### config.mk
export PLATFORM = sky130hd
export DESIGN_NAME = dma_addr_stepper
export DESIGN_NICKNAME = d
export VERILOG_FILES = /design/src/rtl/dma_step_pkg.sv /design/src/rtl/dma_addr_next.sv /design/src/rtl/dma_cnt_next.sv /design/src/rtl/dma_mask_reg.sv /design/src/rtl/dma_addr_stepper.sv
export SDC_FILE = /design/constraint.sdc
export NUM_CORES = 1
export LEC_CHECK = 0
export BUFFER_PORTS_ARGS = -buffer_cell sky130_fd_sc_hd__buf_2
export CAP_MARGIN = 5
export CORE_ASPECT_RATIO = 1.25
export CORE_MARGIN = 1.5
export CORE_UTILIZATION = 46
export CTS_CLUSTER_SIZE = 10
export DETAILED_ROUTE_END_ITERATION = 8
export PLACE_DENSITY = 0.83
export SYNTH_ARGS = -nofsm -noshare
export SYNTH_HDL_FRONTEND = slang
export SYNTH_HIERARCHICAL = 1
export SYNTH_SLANG_ARGS = --single-unit
### constraint.sdc
create_clock -name clk -period 3.1 [get_ports clk]
set_input_delay 0.155 -clock clk [delete_from_list [all_inputs] [get_ports clk]]
set_output_delay 0.155 -clock clk [all_outputs]
set_load 0.05 [all_outputs]
### src/rtl/dma_step_pkg.sv
// Package: shared beat-size type and step-size helper for the address stepper.
// Assumes byte-addressed memory; a wide beat spans two bytes.
package dma_step_pkg;

    typedef enum logic {
        BEAT_NARROW = 1'b0,
        BEAT_WIDE   = 1'b1
    } beat_kind_e;

    // Number of bytes one beat of the given kind advances the address.
    function automatic logic [1:0] beat_bytes(input beat_kind_e kind);
        return (kind == BEAT_WIDE) ? 2'd2 : 2'd1;
    endfunction

endpackage

### src/rtl/dma_addr_next.sv
// Module: dma_addr_next
// Computes the stepped address: +/- 1 or 2 bytes, optional freezing of the
// HOLD_W top bits, then AND with the address mask. Purely combinational.
// Assumes HOLD_W < ADDR_W.
module dma_addr_next
    import dma_step_pkg::*;
#(
    parameter int ADDR_W = 32,
    parameter int HOLD_W = 8
) (
    input  logic [ADDR_W-1:0] addr_i,
    input  logic [ADDR_W-1:0] mask_i,
    input  beat_kind_e        kind_i,
    input  logic              down_i,
    input  logic              wrap_i,
    output logic [ADDR_W-1:0] next_o
);
    localparam int LOW_W = ADDR_W - HOLD_W;

    logic [ADDR_W-1:0] delta;
    logic [ADDR_W-1:0] raw;
    logic [ADDR_W-1:0] confined;

    // Step amount widened to the address width, then add or subtract.
    always_comb begin
        delta = {{(ADDR_W-2){1'b0}}, beat_bytes(kind_i)};
        raw   = down_i ? (addr_i - delta) : (addr_i + delta);
    end

    // Variant selected by parameter: freeze the top bits, or no freezing at all.
    generate
        if (HOLD_W > 0) begin : g_hold
            always_comb confined = {addr_i[ADDR_W-1 -: HOLD_W], raw[LOW_W-1:0]};
        end else begin : g_nohold
            always_comb confined = raw;
        end
    endgenerate

    // Select wrap or plain result and apply the mask.
    always_comb next_o = (wrap_i ? confined : raw) & mask_i;

endmodule

### src/rtl/dma_cnt_next.sv
// Module: dma_cnt_next
// Decrements the beat count and flags the beat that ends at zero.
// Combinational; a count of zero wraps to all ones without a flag.
module dma_cnt_next #(
    parameter int CNT_W = 16
) (
    input  logic [CNT_W-1:0] cnt_i,
    output logic [CNT_W-1:0] next_o,
    output logic             last_o
);
    localparam logic [CNT_W-1:0] ONE = {{(CNT_W-1){1'b0}}, 1'b1};

    // Next count and end-of-block detection.
    always_comb begin
        next_o = cnt_i - ONE;
        last_o = (cnt_i == ONE);
    end

endmodule

### src/rtl/dma_mask_reg.sv
// Module: dma_mask_reg
// Holds the programmable address mask; resets to all ones (no masking).
// Synchronous active-low reset.
module dma_mask_reg #(
    parameter int ADDR_W = 32
) (
    input  logic              clk,
    input  logic              rst_n,
    input  logic              wr_i,
    input  logic [ADDR_W-1:0] data_i,
    output logic [ADDR_W-1:0] mask_o
);
    // Mask register: reset open, overwritten on a write strobe.
    always_ff @(posedge clk) begin
        if (!rst_n)    mask_o <= '1;
        else if (wr_i) mask_o <= data_i;
    end

endmodule

### src/rtl/dma_addr_stepper.sv
// Module: dma_addr_stepper (top)
// Current address and count of one DMA channel, advanced once per finished
// beat. Load has priority over step; auto-reload replaces the terminal step.
// Assumes step_i is a one-cycle strobe per beat; bus cycles are elsewhere.
module dma_addr_stepper
    import dma_step_pkg::*;
#(
    parameter int ADDR_W = 32,
    parameter int CNT_W  = 16,
    parameter int HOLD_W = 8
) (
    input  logic              clk,
    input  logic              rst_n,
    input  logic              load_i,
    input  logic [ADDR_W-1:0] base_addr_i,
    input  logic [CNT_W-1:0]  base_cnt_i,
    input  logic              step_i,
    input  logic              wide_i,
    input  logic              mode_down_i,
    input  logic              mode_auto_i,
    input  logic              wrap_en_i,
    input  logic              mask_wr_i,
    input  logic [ADDR_W-1:0] mask_data_i,
    output logic [ADDR_W-1:0] cur_addr_o,
    output logic [CNT_W-1:0]  cur_cnt_o,
    output logic              tc_o
);
    logic [ADDR_W-1:0] mask_q;
    logic [ADDR_W-1:0] addr_step;
    logic [CNT_W-1:0]  cnt_step;
    logic              cnt_last;
    beat_kind_e        kind;

    // Beat width input mapped onto the shared type.
    always_comb kind = wide_i ? BEAT_WIDE : BEAT_NARROW;

    dma_mask_reg #(.ADDR_W(ADDR_W)) u_mask (
        .clk    (clk),
        .rst_n  (rst_n),
        .wr_i   (mask_wr_i),
        .data_i (mask_data_i),
        .mask_o (mask_q)
    );

    dma_addr_next #(.ADDR_W(ADDR_W), .HOLD_W(HOLD_W)) u_anext (
        .addr_i (cur_addr_o),
        .mask_i (mask_q),
        .kind_i (kind),
        .down_i (mode_down_i),
        .wrap_i (wrap_en_i),
        .next_o (addr_step)
    );

    dma_cnt_next #(.CNT_W(CNT_W)) u_cnext (
        .cnt_i  (cur_cnt_o),
        .next_o (cnt_step),
        .last_o (cnt_last)
    );

    // Current address/count update and terminal-count pulse.
    always_ff @(posedge clk) begin
        if (!rst_n) begin
            cur_addr_o <= '0;
            cur_cnt_o  <= '0;
            tc_o       <= 1'b0;
        end else if (load_i) begin
            cur_addr_o <= base_addr_i;
            cur_cnt_o  <= base_cnt_i;
            tc_o       <= 1'b0;
        end else if (step_i) begin
            tc_o <= cnt_last;
            if (cnt_last && mode_auto_i) begin
                cur_addr_o <= base_addr_i;
                cur_cnt_o  <= base_cnt_i;
            end else begin
                cur_addr_o <= addr_step;
                cur_cnt_o  <= cnt_step;
            end
        end else begin
            tc_o <= 1'b0;
        end
    end

endmodule

Word level (Yosys, flattened, before mapping)

Cells that the tools add are included.

RAM bits: 0
Bits in latches: 0
Bits of input ports: 89
Memory bits (read-only): 0
Memories kept: 0
Output and inout bits: 49
Register bits: 81
Word-level logic and storage cells: 24

$lt $le $gt $ge: 0
Bitwise logic cells: 3
Eq/ne operators: 1
Reduce and logical (&&, ||, !) cells: 3
Shifts and indexed selects: 0
Divide/modulo/power cells: 0
Multiplexer cells: 10
$add $sub $neg: 3
$mul: 0

Operator list:

| operator                                                              | count |
|---|---|
| 32-bit 2-to-1 mux                                                     | 5 |
| 16-bit 2-to-1 mux                                                     | 3 |
| 32-bit by 2-bit adder with 32-bit output                              | 1 |
| 32-bit AND                                                            | 1 |
| 32-bit by 2-bit subtractor with 32-bit output                         | 1 |
| 16-bit by 1-bit == test with 1-bit output (second input constant)     | 1 |
| 16-bit by 1-bit subtractor with 16-bit output (second input constant) | 1 |
| 3-bit OR reduction                                                    | 1 |
| 2-bit 2-to-1 mux                                                      | 1 |
| 1-bit NOT                                                             | 2 |
| 2-bit nonzero test                                                    | 1 |
| 1-bit logical AND                                                     | 1 |
| 1-bit 2-to-1 mux                                                      | 1 |

Logic depth before layout (Yosys ltp)

Word-level depth: 9
Mapped depth: 14
Gate-level depth less buffers: 14

Hierarchy

Netlist, hierarchy kept.

Modules (own cells, without submodules):

| module           | area an instance (um2) | seq. area each (um2) | times used | cells each |
|---|---|---|---|---|
| dma_addr_stepper | 2,085.8                | 980.9                | 1          | 271 |
| dma_addr_next    | 1,969.4                | 0.0                  | 1          | 275 |
| dma_mask_reg     | 1,148.6                | 640.6                | 1          | 103 |
| dma_cnt_next     | 302.8                  | 0.0                  | 1          | 43 |

Least setup slack after synthesis

Ideal clock, no wire load.

Path kind: reg-to-reg
From: reg cur_addr_o[0]
To: reg cur_addr_o[30]
Cell stages (with the launch flop): 15
Required time: 3.026 ns
Setup time: 0.074 ns
Arrival time: 2.962 ns
Slack: 0.064 ns
Period minus slack after synthesis: 3.036 ns
Buffers on the path: 0
Cell sequence: dfxtp_1 -> inv_1 -> ha_1 -> inv_1 -> fa_1 -> a21o_1 -> a311o_1 -> nand4_1 -> o221ai_2 -> o41ai_4 -> o22ai_2 -> mux2_4 -> o21ai_2 -> nand2_1 -> a31oi_1

Cells in the longest elaborated chain, start to end: 7
Elaborated cells between the ends (all ways): 8
Those cells by class: 2 x add/sub; 5 x mux; 1 x bitwise

Ends and longest elaborated chain:

| what                                                                                                             | line                   | RTL |
|---|---|---|
| start: declaration                                                                                               | dma_addr_stepper.sv:24 | `output logic [ADDR_W-1:0] cur_addr_o,` |
| start signal: assignment                                                                                         | dma_addr_stepper.sv:67 | `cur_addr_o <= base_addr_i;` |
| start signal: assignment                                                                                         | dma_addr_stepper.sv:73 | `cur_addr_o <= base_addr_i;` |
| start signal: assignment                                                                                         | dma_addr_stepper.sv:76 | `cur_addr_o <= addr_step;` |
| 32-bit by 2-bit adder with 32-bit output / 32-bit by 2-bit subtractor with 32-bit output (equally long branches) | dma_addr_next.sv:27    | `raw = down_i ? (addr_i - delta) : (addr_i + delta);` |
| 32-bit 2-to-1 mux (*)                                                                                            | dma_addr_next.sv:27    |  |
| 32-bit 2-to-1 mux (*)                                                                                            | dma_addr_next.sv:40    | `always_comb next_o = (wrap_i ? confined : raw) & mask_i;` |
| 32-bit AND (*)                                                                                                   | dma_addr_next.sv:40    |  |
| named net addr_step[30]                                                                                          | dma_addr_stepper.sv:29 | `logic [ADDR_W-1:0] addr_step;` |
| 32-bit 2-to-1 mux (*)                                                                                            | dma_addr_stepper.sv:72 | `if (cnt_last && mode_auto_i) begin` |
| 32-bit 2-to-1 mux (*)                                                                                            | dma_addr_stepper.sv:70 | `end else if (step_i) begin` |
| 32-bit 2-to-1 mux (*)                                                                                            | dma_addr_stepper.sv:66 | `end else if (load_i) begin` |

The timed path passes the listed nets; every way through them passes the cells marked *. The select of a mux whose other input is x is not followed.
A chain may end at the register's enable or synchronous reset.

Worst setup path in the final report

From: reg cur_addr_o[0]
To: reg cur_addr_o[24]

The elaborated chain is that of the path after synthesis.

==> metrics list <==
- The clock reaches the later pin of the worst-skew pair after 0.33 ns.
* Minimum clock period after layout: 2.91 ns
- By startpoint and endpoint, the worst setup path is classified as reg -> reg.
- Static power due to leakage: 3.09 nW
- Chip Height: between 100 and 150 µm
* Worst setup path start: cur_addr_o[0]
- Summed over all nets, the switching power comes to 1.22 mW.
- Met3 wirelength from detailed routing: a little over 600 µm
- Setup violations remaining at the end of the flow were counted as 0.
* Sequential fraction of design power: 0.350
- A synthesized cell averages 7.96 µm².
* Top achievable clock speed: 0.344 GHz
- Across all setup checks in the final design, the least slack found is a little under 0.2 ns.
- IO Pins: approximately 140
- CTS built an H-tree with a depth of 3.
* Area contributors post-synth: sky130_fd_sc_hd__dfxtp_1, sky130_fd_sc_hd__nand2_1, sky130_fd_sc_hd__ha_1
* Clock skew: 0.00813 ns
- Post-detailed-routing wire length: between 10000 and 15000 µm
- Number of warning messages in the yosys log: 6
* Least-Margin Pin Slew: 1.03 ns
- Of the synthesized area, sequential elements account for 0.294.
- Final hold slack: 0.0364 ns
- Result of the run: finished clean
- Total vias in the final route: 5300
- Clock tree from TritonCTS: yes
- For this design the ratio of total power to cell area is 531 mW/mm².
- Hold Path Depth: 3
* Wire per inst: 14.4 µm
* Leading cell type by number of instances after synthesis: sky130_fd_sc_hd__nand2_1
- At the end of routability-driven placement, the weighted congestion stood at 0.894.
- Leading cell types by count after synthesis: sky130_fd_sc_hd__nand2_1, sky130_fd_sc_hd__dfxtp_1, sky130_fd_sc_hd__o21ai_0
* Synthesis-to-finish area growth: 18.7%
- TritonCTS created 9 clock buffers.
- Highest cell delay on the worst timing path: 0.38 ns
* Number of hold buffers added after cts: 0
* Worst reg-to-reg setup slack: 0.19 ns
- The finished cells cover approximately 0.0065 mm².
- Headroom to the max-slew limit: 0.317
* Type of element launching the critical path: flop
- DRC errors left: 0
* Vias per cell: between 5 and 6
* Number of diodes: 0
- Flop and latch count out of synthesis: about 80
- For this run, the detailed router's first-pass iteration total came to 5.
- Placement Rows: 44
- Worst hold path type: in -> reg
* GRT Overall Usage: 0.227
- RSZ-0062 raised after global routing: yes
- Dividing the final minimum period by the clock period gives 0.938.
* Critical path capture point type: flop
- The detailed router put a total of 6240 µm of wire on met1.
* Primary FF master, synth: sky130_fd_sc_hd__dfxtp_1
* Buffers added on ports: 137
- Placeable core region: about 0.012 mm²
* Final max-slew violation count: 0
- Total length of routed met2 wires: 7050 µm
- The number of global-route vias before repair is approximately 5000.
- Worst-case reg-to-reg path depth: 15
* Internal cell power: around 2.2 mW
* Die extent in x: 101 µm
- Clock sinks: 81
- Post-DRT Antenna Nets: 0
* Detailed Place HPWL: between 10000 and 15000 µm
- Synthesis produced a netlist with a net count of 816.
* DRC marker count from the first detailed-route iteration: 206
* Post-synth EDFFs: 0
- Die Footprint: roughly 0.013 mm²
- Walking the worst path, the cells encountered are inv_2 -> ha_1 -> inv_1 -> fa_2 -> a21o_1 -> a311o_1 -> nand4_1 -> o221ai_2 -> o41ai_4 -> buf_4 -> xor2_1 -> o21ai_1 -> and2_1 -> nand2_1 -> a31oi_1.
- Minimum setup slack after placement: 0.0234 ns
- Reg2reg end: cur_addr_o[24]
- STA puts the critical path data arrival time at 3.10 ns.
- The first global-routing pass estimated 23400 µm of wire.
* Maximum fanout encountered on the critical timing path: 3
- The detailed router used layers up to and including met4.
- Root buffer selected by CTS: sky130_fd_sc_hd__clkbuf_16
- Data required time of the worst path: 3.30 ns
- Asr flop ratio synth: 0
- Clock-pin slew was measured on the worst setup and hold paths at 0.06 ns.
- Total gr overflow: 0
- The slowest stage of the critical path is the sky130_fd_sc_hd__o41ai_4 cell.
- Post-Syn Area: around 0.0055 mm²
* Switching power as a share of total power: 0.352
* Maximum root-to-sink buffer count: 2
- Initial antenna violation count: 0
- Reg-to-reg startpoint: cur_addr_o[0]
- For this configuration, the core starts out at a cell density of 0.472.
- Instance count of the mapped netlist: 692
- Entering global routing, the biggest net connects 46 pins.
* Share of final-layout standard cells stronger than drive strength 1: 0.224
- IR drop worst, VDD: roughly 0.29 mV
- Yosys mapped the design onto 67 distinct sky130hd cell types.
- The share of total power dissipated in combinational logic is 0.337.
- Post-synthesis cell type with the largest combined area: sky130_fd_sc_hd__dfxtp_1
- In the final design database the tool counted 935 nets.
- After detailed placement, the total cell area comes to ~0.0062 mm².
- Clk network pwr share: 0.313
- The final hold violation count came to 0.
- Across the run, the number of max-cap violations was 0.
- Of the post-synthesis cell area, the dominant cell type holds 0.294.
- Critical path endpoint: cur_addr_o[24]
[critical path: cells and delay by family, from the launching register on]
family                     cells  cell delay [ns]
AOI/OAI and AO/OA              6             1.21
adders and majority gates      2             0.47
DFF                            1             0.33
and+or+nand+nor                3             0.33
buffers and inverters          3             0.28
xor gates and xnor gates       1             0.15
[logic make-up (layout without fill, tap and decap cells)]
family          after synthesis  count (layout)  share of synthesized area
simple gates                260             260                      0.223
compound gates              193             193                      0.225
flops                        81              81                      0.294
buf+inv                      54             178                     0.0582
fa+ha+maj                    35              35                     0.0809
xor+xnor                     35              35                     0.0557
mux                          34              34                     0.0627
[flip-flops by register name, summed over array words and instances, names as in the netlist]
register       flops
cur_addr_o        32
cur_cnt_o         16
tc_o               1
u_mask/mask_o     32
[layout make-up]
class | count | area (µm²)
well taps | 161 | 201
fillers | 1130 | 5130
multi-input cells | 557 | 3580
repair buffers | 147 | 773
inverters | 15 | 56.3
clock buffers | 12 | 256
clock inverters | 4 | 51.3
flip-flops and latches | 81 | 1620
[cells in the final DEF, fill, tap and decap left out, types with 5 or more instances in the layout]
cell / netlist / layout
sky130_fd_sc_hd__xnor2_1: 18 / 18
sky130_fd_sc_hd__mux2i_1: 33 / 33
sky130_fd_sc_hd__a31oi_1: 52 / 52
sky130_fd_sc_hd__ha_1: 34 / 34
sky130_fd_sc_hd__nand2_1: 156 / 156
sky130_fd_sc_hd__inv_1: 15 / 14
sky130_fd_sc_hd__o21ai_0: 58 / 56
sky130_fd_sc_hd__dfxtp_1: 81 / 80
sky130_fd_sc_hd__nand3_1: 13 / 13
sky130_fd_sc_hd__a21o_1: 13 / 13
sky130_fd_sc_hd__and2_1: 25 / 25
sky130_fd_sc_hd__nor2b_1: 7 / 7
sky130_fd_sc_hd__xor2_1: 17 / 17
sky130_fd_sc_hd__buf_4: 3 / 9
sky130_fd_sc_hd__o21ai_1: 5 / 7
sky130_fd_sc_hd__buf_2: 6 / 137
sky130_fd_sc_hd__o21bai_1: 7 / 7
sky130_fd_sc_hd__a21oi_1: 28 / 28
sky130_fd_sc_hd__nor2_1: 17 / 17
sky130_fd_sc_hd__or3_1: 5 / 5
sky130_fd_sc_hd__clkbuf_16: 0 / 9
[metal layers]
metal | GRT usage | vias to the layer above
met5 | 0 | -
li1 | - | 2705
met2 | 0.405 | 121
met1 | 0.278 | 2459
met3 | 0.0402 | 15
met4 | 0.0605 | 0
[timing repair]
action	in CTS	in global routing
hold endpoints to repair	0	0
resized for setup	0	6
buffers inserted	0	1
setup endpoints to repair	0	6
[power groups by stage]
stage / logic, mW / clock network [mW] / registers (mW)
5_1_grt: 1.29 / 1.15 / 1.23
3_3_place_gp: 1.14 / 0 / 1.23
4_1_cts: 1.16 / 1.10 / 1.21
6_report: 1.17 / 1.09 / 1.21
3_5_place_dp: 1.15 / 0 / 1.24
2_1_floorplan: 0.700 / 0 / 1.43
[stage by stage]
| stage | utilization | instances | total power, mW | setup TNS (ns) |
|---|---|---|---|---|
| 2_1_floorplan | - | 692 | 2.13 | 0 |
| 3_3_place_gp | 0.533 | 960 | 2.37 | 0 |
| 3_5_place_dp | 0.533 | 960 | 2.39 | 0 |
| 4_1_cts | 0.559 | 976 | 3.48 | 0 |
| 5_1_grt | 0.560 | 977 | 3.67 | -0.0238 |
| 6_report | 0.560 | 977 | 3.47 | 0 |
[how the worst min path moves through the flow]
stage,slack [ns],startpoint,to
5_1_grt,0.04,mask_data_i[26],u_mask/mask_o[26]
3_5_place_dp,0.37,mask_data_i[17],u_mask/mask_o[17]
2_1_floorplan,0.22,rst_n,u_mask/mask_o[29]
4_1_cts,0.03,mask_data_i[4],u_mask/mask_o[4]
3_3_place_gp,0.37,mask_data_i[31],u_mask/mask_o[31]
6_report,0.04,mask_data_i[4],u_mask/mask_o[4]
Note: power is estimated with default switching activity, not from simulation.
